==> src/rtl/pfq_pkg.sv <==
package pfq_pkg;

  // What the tracker does with a presented prefetch.
  typedef enum logic [2:0] {
    ACT_NONE    = 3'd0,
    ACT_DISCARD = 3'd1,
    ACT_MERGE   = 3'd2,
    ACT_UPGRADE = 3'd3,
    ACT_ALLOC   = 3'd4,
    ACT_HOLD    = 3'd5,
    ACT_DROP    = 3'd6
  } pf_act_e;

  // A held copy satisfies the request when it is at least as strong.
  function automatic logic state_covers(input logic [1:0] held, input logic want_excl);
    return want_excl ? held[1] : (held != 2'b00);
  endfunction

  // Decide the fate of one prefetch from the lookups.
  function automatic pf_act_e classify(
    input logic taken,
    input logic covered,
    input logic hit,
    input logic hit_excl,
    input logic want_excl,
    input logic full,
    input logic block
  );
    if (!taken)                 return ACT_NONE;
    if (covered)                return ACT_DISCARD;
    if (hit && (hit_excl || !want_excl)) return ACT_MERGE;
    if (hit)                    return ACT_UPGRADE;
    if (!full)                  return ACT_ALLOC;
    if (block)                  return ACT_HOLD;
    return ACT_DROP;
  endfunction

endpackage

==> src/rtl/pfq_entry_table.sv <==
module pfq_entry_table #(
  parameter int DEPTH = 4,
  parameter int AW    = 16,
  localparam int IW   = (DEPTH > 1) ? $clog2(DEPTH) : 1
) (
  input  logic          clk,
  input  logic          rst_n,
  input  logic [AW-1:0] lk_addr,
  input  logic          alloc_en,
  input  logic [AW-1:0] alloc_addr,
  input  logic          alloc_excl,
  input  logic          upg_en,
  input  logic          rsp_valid,
  input  logic [AW-1:0] rsp_addr,
  output logic          full,
  output logic          hit,
  output logic          hit_excl
);

  logic [DEPTH-1:0]         ent_valid;
  logic [DEPTH-1:0]         ent_excl;
  logic [DEPTH-1:0][AW-1:0] ent_addr;
  logic [DEPTH-1:0]         rsp_match;
  logic [DEPTH-1:0]         lk_match;
  logic [IW-1:0]            free_idx;

  always_comb begin
    for (int i = 0; i < DEPTH; i++) begin
      rsp_match[i] = ent_valid[i] && rsp_valid && (ent_addr[i] == rsp_addr);
      lk_match[i]  = ent_valid[i] && !rsp_match[i] && (ent_addr[i] == lk_addr);
    end
  end

  assign full     = &ent_valid;
  assign hit      = |lk_match;
  assign hit_excl = |(lk_match & ent_excl);

  // Lowest free slot wins.
  always_comb begin
    free_idx = '0;
    for (int i = DEPTH - 1; i >= 0; i--) begin
      if (!ent_valid[i]) free_idx = IW'(i);
    end
  end

  for (genvar g = 0; g < DEPTH; g++) begin : g_ent
    always_ff @(posedge clk) begin
      if (!rst_n) begin
        ent_valid[g] <= 1'b0;
        ent_excl[g]  <= 1'b0;
        ent_addr[g]  <= '0;
      end else if (rsp_match[g]) begin
        ent_valid[g] <= 1'b0;
      end else if (alloc_en && !ent_valid[g] && (free_idx == IW'(g))) begin
        ent_valid[g] <= 1'b1;
        ent_excl[g]  <= alloc_excl;
        ent_addr[g]  <= alloc_addr;
      end else if (upg_en && lk_match[g]) begin
        ent_excl[g]  <= 1'b1;
      end
    end
  end

  // merging keeps addresses unique, so a response hits one entry at most
  p_unique_match_r4: assert property (@(posedge clk) disable iff (!rst_n)
    $onehot0(rsp_match));

  // the top never asks for an entry while all are taken
  p_no_overflow_r6: assert property (@(posedge clk) disable iff (!rst_n)
    alloc_en |-> !full);

  // an upgrade always lands on a live entry
  p_upgrade_hits_r5: assert property (@(posedge clk) disable iff (!rst_n)
    upg_en |-> hit);

endmodule

==> src/rtl/pfq_hold_slot.sv <==
module pfq_hold_slot #(
  parameter int AW = 16
) (
  input  logic          clk,
  input  logic          rst_n,
  input  logic          load,
  input  logic [AW-1:0] load_addr,
  input  logic          load_excl,
  input  logic          full_in,
  output logic          pend_valid,
  output logic [AW-1:0] pend_addr,
  output logic          pend_excl,
  output logic          drain
);

  assign drain = pend_valid && !full_in;

  always_ff @(posedge clk) begin
    if (!rst_n) begin
      pend_valid <= 1'b0;
      pend_addr  <= '0;
      pend_excl  <= 1'b0;
    end else if (drain) begin
      pend_valid <= 1'b0;
    end else if (load) begin
      pend_valid <= 1'b1;
      pend_addr  <= load_addr;
      pend_excl  <= load_excl;
    end
  end

  // a held request keeps its address until it is issued
  p_hold_stable_r7: assert property (@(posedge clk) disable iff (!rst_n)
    (pend_valid && $past(pend_valid)) |-> $stable(pend_addr));

  // once an entry is free the held request leaves the slot
  p_hold_drains_r7: assert property (@(posedge clk) disable iff (!rst_n)
    (pend_valid && !full_in) |=> !pend_valid);

endmodule

==> src/rtl/pfq_top.sv <==
module pfq_top
  import pfq_pkg::*;
#(
  parameter int DEPTH = 4,
  parameter int AW    = 16,
  parameter int DW    = 8
) (
  input  logic          clk,
  input  logic          rst_n,
  input  logic          pf_valid,
  input  logic [AW-1:0] pf_addr,
  input  logic          pf_excl,
  input  logic          pf_block,
  input  logic [1:0]    held_state,
  input  logic          lc_access,
  input  logic          rsp_valid,
  input  logic [AW-1:0] rsp_addr,
  output logic          ring_req_valid,
  output logic [AW-1:0] ring_req_addr,
  output logic          ring_req_excl,
  output logic          stall,
  output logic [DW-1:0] drop_count
);

  logic          tbl_full, tbl_hit, tbl_hit_excl;
  logic          pend_valid, pend_excl, drain;
  logic [AW-1:0] pend_addr;
  logic          taken;
  pf_act_e       act;
  logic          alloc_en, upg_en, hold_load, drop_ev;
  logic [AW-1:0] alloc_addr;
  logic          alloc_excl;

  // A held request occupies the processor's access slot.
  assign taken = pf_valid && !pend_valid;
  assign stall = pend_valid && (pf_valid || lc_access);

  assign act = classify(taken, state_covers(held_state, pf_excl), tbl_hit,
                        tbl_hit_excl, pf_excl, tbl_full, pf_block);

  assign hold_load  = (act == ACT_HOLD);
  assign drop_ev    = (act == ACT_DROP);
  assign upg_en     = (act == ACT_UPGRADE);
  assign alloc_en   = (act == ACT_ALLOC) || drain;
  assign alloc_addr = drain ? pend_addr : pf_addr;
  assign alloc_excl = drain ? pend_excl : pf_excl;

  pfq_entry_table #(.DEPTH(DEPTH), .AW(AW)) u_table (
    .clk        (clk),
    .rst_n      (rst_n),
    .lk_addr    (pf_addr),
    .alloc_en   (alloc_en),
    .alloc_addr (alloc_addr),
    .alloc_excl (alloc_excl),
    .upg_en     (upg_en),
    .rsp_valid  (rsp_valid),
    .rsp_addr   (rsp_addr),
    .full       (tbl_full),
    .hit        (tbl_hit),
    .hit_excl   (tbl_hit_excl)
  );

  pfq_hold_slot #(.AW(AW)) u_hold (
    .clk        (clk),
    .rst_n      (rst_n),
    .load       (hold_load),
    .load_addr  (pf_addr),
    .load_excl  (pf_excl),
    .full_in    (tbl_full),
    .pend_valid (pend_valid),
    .pend_addr  (pend_addr),
    .pend_excl  (pend_excl),
    .drain      (drain)
  );

  always_ff @(posedge clk) begin
    if (!rst_n) begin
      ring_req_valid <= 1'b0;
      ring_req_addr  <= '0;
      ring_req_excl  <= 1'b0;
      drop_count     <= '0;
    end else begin
      ring_req_valid <= alloc_en || upg_en;
      if (alloc_en || upg_en) begin
        ring_req_addr <= alloc_addr;
        ring_req_excl <= upg_en ? 1'b1 : alloc_excl;
      end
      if (drop_ev) drop_count <= drop_count + DW'(1);
    end
  end

  // the drop counter only ever steps by one
  p_drop_step_r6: assert property (@(posedge clk) disable iff (!rst_n)
    (drop_count != $past(drop_count)) |-> (drop_count == $past(drop_count) + DW'(1)));

  // no stall without a held request
  p_stall_hold_r10: assert property (@(posedge clk) disable iff (!rst_n)
    !pend_valid |-> !stall);

endmodule

==> config.mk <==
export PLATFORM = sky130hd
export DESIGN_NAME = pfq_top
export DESIGN_NICKNAME = d
export VERILOG_FILES = /design/src/rtl/pfq_pkg.sv /design/src/rtl/pfq_entry_table.sv /design/src/rtl/pfq_hold_slot.sv /design/src/rtl/pfq_top.sv
export SDC_FILE = /design/constraint.sdc
export NUM_CORES = 1
export LEC_CHECK = 0
export ABC_AREA = 1
export BUFFER_PORTS_ARGS = -buffer_cell sky130_fd_sc_hd__buf_2
export CAP_MARGIN = 20
export CORE_MARGIN = 2
export CORE_UTILIZATION = 30
export DETAILED_ROUTE_END_ITERATION = 8
export PLACE_DENSITY = 0.54
export SKIP_LAST_GASP = 1
export SYNTH_ARGS = -nofsm -noshare
export SYNTH_HDL_FRONTEND = slang
export SYNTH_SLANG_ARGS = --single-unit
==> constraint.sdc <==
create_clock -name clk -period 6.3 [get_ports clk]
set_input_delay 0.945 -clock clk [delete_from_list [all_inputs] [get_ports clk]]
set_output_delay 0.945 -clock clk [all_outputs]
set_load 0.01 [all_outputs]
==> results.json <==
{
  "run_status": "finished clean",
  "timing.critical_path.fanout_max": 69,
  "setup_violations": 0,
  "post_synth.cell_area_avg_um2": 5.71,
  "antenna_violating_nets_post_route": 0,
  "place.detailed.hpwl_um": 28400,
  "end_kind": "register",
  "cellPowerDensity_nw_per_um2": 244,
  "drt_first_pass_iters": 5,
  "cts.path.max_buffers": 2,
  "postPlaceCellArea_um2": 8400,
  "rsz0062_at_grt": "false",
  "floorplan.die.width_um": 166,
  "grt_max_degree": 111,
  "wire_per_inst_um": 20.2,
  "cts_buffers": 17,
  "mappedNetlistNets": 1425,
  "post_route_setup_tns_ps": 0,
  "dr_total_vias": 9066,
  "placement.io_buffers": 67,
  "rows": 59,
  "postSynthRegisterBits": 116,
  "clock_tree.root_cell": "clkbuf_16",
  "io_pins": 68,
  "grt_first_pass_wirelength_um": 53000,
  "layout.area.seq_um2": 2320,
  "drt_drc_violations_left": 0,
  "worst_hold_path.num_cells": 2,
  "final.period_utilization_pct": 59.3,
  "final-max-slew-violation-count": 0,
  "initial_antenna_violation_count": 2,
  "leading_area_contributor_after_synthesis": "dfxtp_1",
  "reg2reg_depth": 21,
  "leakage_nw": 4.03,
  "synth.yosys.seq_area_share_pct": 29.4,
  "die_extent_in_y_um": 166,
  "finalWirelength_um": 35700,
  "post_synth_inst_count": 1383,
  "gp_congestion": 1.09,
  "ctsResizeCount": 0,
  "initial_core_util_pct": 30.4,
  "post-cts-setup-buffer-count": 0,
  "cap_violations": 0,
  "type_of_the_tightest_min_delay_check": "reg -> reg",
  "worstSkewPairLatency_ps": 420,
  "netlist-cell-type-count": 33,
  "design.final.nets": 1464,
  "timing.slew.headroom_pct": 26.5,
  "clock-skew-final_ps": 15.0,
  "start_kind": "input port",
  "grt.overflow.total": 0,
  "final_critical_delay_including_setup_and_external_delays_ps": 3730,
  "antenna-diode-count": 0,
  "final_design_instance_area_without_fill_um2": 9050,
  "post_cts_hold_buffer_count": 0,
  "clock_sink_count": 116,
  "synth.area.top_cells": "dfxtp_1 (29%), nand2_1 (20%), nor2_1 (12%)",
  "maximum_vdd_drop_mv": 0.136,
  "multi_input_area_um2": 4700,
  "die-area_um2": 27600,
  "drtIter0Drc": 952,
  "clkSlewWorstSetupHoldPaths_ps": 60,
  "required_time_of_the_critical_path_ps": 6610,
  "tightest_slew_ps": 1090,
  "drive_above_1_share_pct": 9.06,
  "fillers": 2986,
  "max_frequency_mhz": 268,
  "grt.total_usage_pct": 25.5,
  "via_density": 5.12,
  "area_growth_syn_to_layout_pct": 14.7,
  "cts_tree": "done",
  "cts_max_level": 4,
  "proportion_of_netlist_area_held_by_the_largest_area_contributor_pct": 29.4,
  "area_of_the_mapped_netlist_um2": 7900,
  "coreArea_um2": 26000,
  "worst-endpoint-arrival_ps": 4050,
  "synth_warnings": 0,
  "crit_type": "in -> reg",
  "grt_pass1_vias": 8375,
  "hold_viol_final": 0
}
per-stage QoR:
step	util [%]	std cells	hold WS (ps)	total power, W	setup slack [ps]
after detailed placement	32.3	1737	434	0.00116	2010
after CTS	34.7	1769	442	0.00222	2450
after global routing	34.8	1770	466	0.00230	2200
after floorplan	-	1383	420	0.00103	3550
after global placement	32.3	1736	429	0.00117	2020
final	34.8	1770	440	0.00221	2570
layout by cell type (no fill, tap or decap), types with 2 or more instances in the layout:
master        n
nor3b_1       6
inv_6         3
a211oi_1      2
buf_2        67
nand3b_1      7
o21ai_1       2
xnor2_1      25
bufinv_16     4
dfxtp_1     116
a21oi_1     105
or2_1         2
nand3_1     121
nand2_1     431
o22ai_1       2
nor2_2        4
clkinvlp_4    3
buf_4         9
nor3_1       12
inv_2        13
o21ai_0      56
nor2_1      241
inv_1       134
clkinv_4      3
nand4_1      37
clkbuf_16    17
path summary, 6_finish.rpt:
path                        startpoint              endpoint  slack (ps)
setup / recovery            pf_addr[5]  u_table.ent_addr[23]        2570
hold / removal    u_hold.pend_addr[11]  u_hold.pend_addr[11]         440
setup reg to reg  u_table.ent_addr[21]  u_table.ent_addr[23]        2710
hold reg to reg   u_hold.pend_addr[11]  u_hold.pend_addr[11]         440
area by class of cell:
cell class / instances / area share [%]
Inverter: 147 / 6.09
Multi-Input combinational cell: 1063 / 51.9
Timing Repair Buffer: 77 / 4.75
Tap cell: 335 / 4.63
Clock inverter: 14 / 2.21
Sequential cell: 116 / 25.6
Clock buffer: 18 / 4.74
metal layers:
| layer | up-vias | track usage (%) | part of all wire [%] | wire [um] |
|---|---|---|---|---|
| met5 | - | 0 | 0 | 0 |
| met2 | 349 | 39.6 | 44 | 15600 |
| met1 | 4183 | 35.0 | 46 | 16500 |
| li1 | 4479 | - | - | - |
| met4 | 0 | 10.0 | 3.5 | 1240 |
| met3 | 55 | 4.91 | 6.8 | 2430 |
critical path: stages:
cell,delay (ps)
buf_2,170
nand2_1,210
nand2_1,90
nor2_1,90
nand2_1,130
nor2_1,150
nand2_1,60
nor2_1,220
nand2_1,120
nand2_1,100
nor2_2,60
a21oi_1,120
nand2_1,80
nand2_1,80
nand2_2,90
nand2_4,350
buf_16,310
buf_4,360
nand3_1,110
nand2_1,90
nor2_1,50
cells by family after synthesis:
family / after synthesis / synth area share (%)
AO/OA/AOI/OAI: 169 / 10.9
AND/OR/NAND/NOR: 868 / 45.6
buffers and inverters: 204 / 11.2
adder cells (fa/ha/maj): 1 / 0.158
XOR/XNOR: 25 / 2.77
flip-flops: 116 / 29.4
sequential cells by signal, summed over array words and instances, names as in the netlist:
signal and count:
drop_count 8, ring_req_excl 1, u_hold.pend_valid 1, u_table.ent_addr 64
ring_req_addr 16, ring_req_valid 1, u_table.ent_valid 4, u_hold.pend_addr 16
u_hold.pend_excl 1, u_table.ent_excl 4
cell usage after synthesis:
library cell and instances:
or2_1 2, clkbuf_2 1, buf_2 15, nor2_2 2
o211ai_1 1, xnor2_1 25, nand3_2 1, nor2_1 243
nand2_4 1, ha_1 1, and2_1 1, and3b_1 1
dfxtp_1 116, a211oi_1 2, o22ai_1 2, nand4_1 37
nand3b_1 7, inv_2 13, clkbuf_1 25, o21ai_1 2
buf_6 11, or2_2 1, nand2_1 431, nor3b_1 6
inv_1 134, o21ai_0 56, nand2_2 1, nor3_1 13
a21oi_1 105, nand3_1 121, buf_1 1, a31oi_1 1
buf_4 4
report_power, final:
| part | switching (W) | leakage (nW) | internal [W] |
|---|---|---|---|
| combinational | 0.000255 | 2.79 | 0.000105 |
| clock | 0.000384 | 0.298 | 0.000666 |
| sequential | 0.0000349 | 0.941 | 0.000762 |
Note: power is estimated with default switching activity, not from simulation.
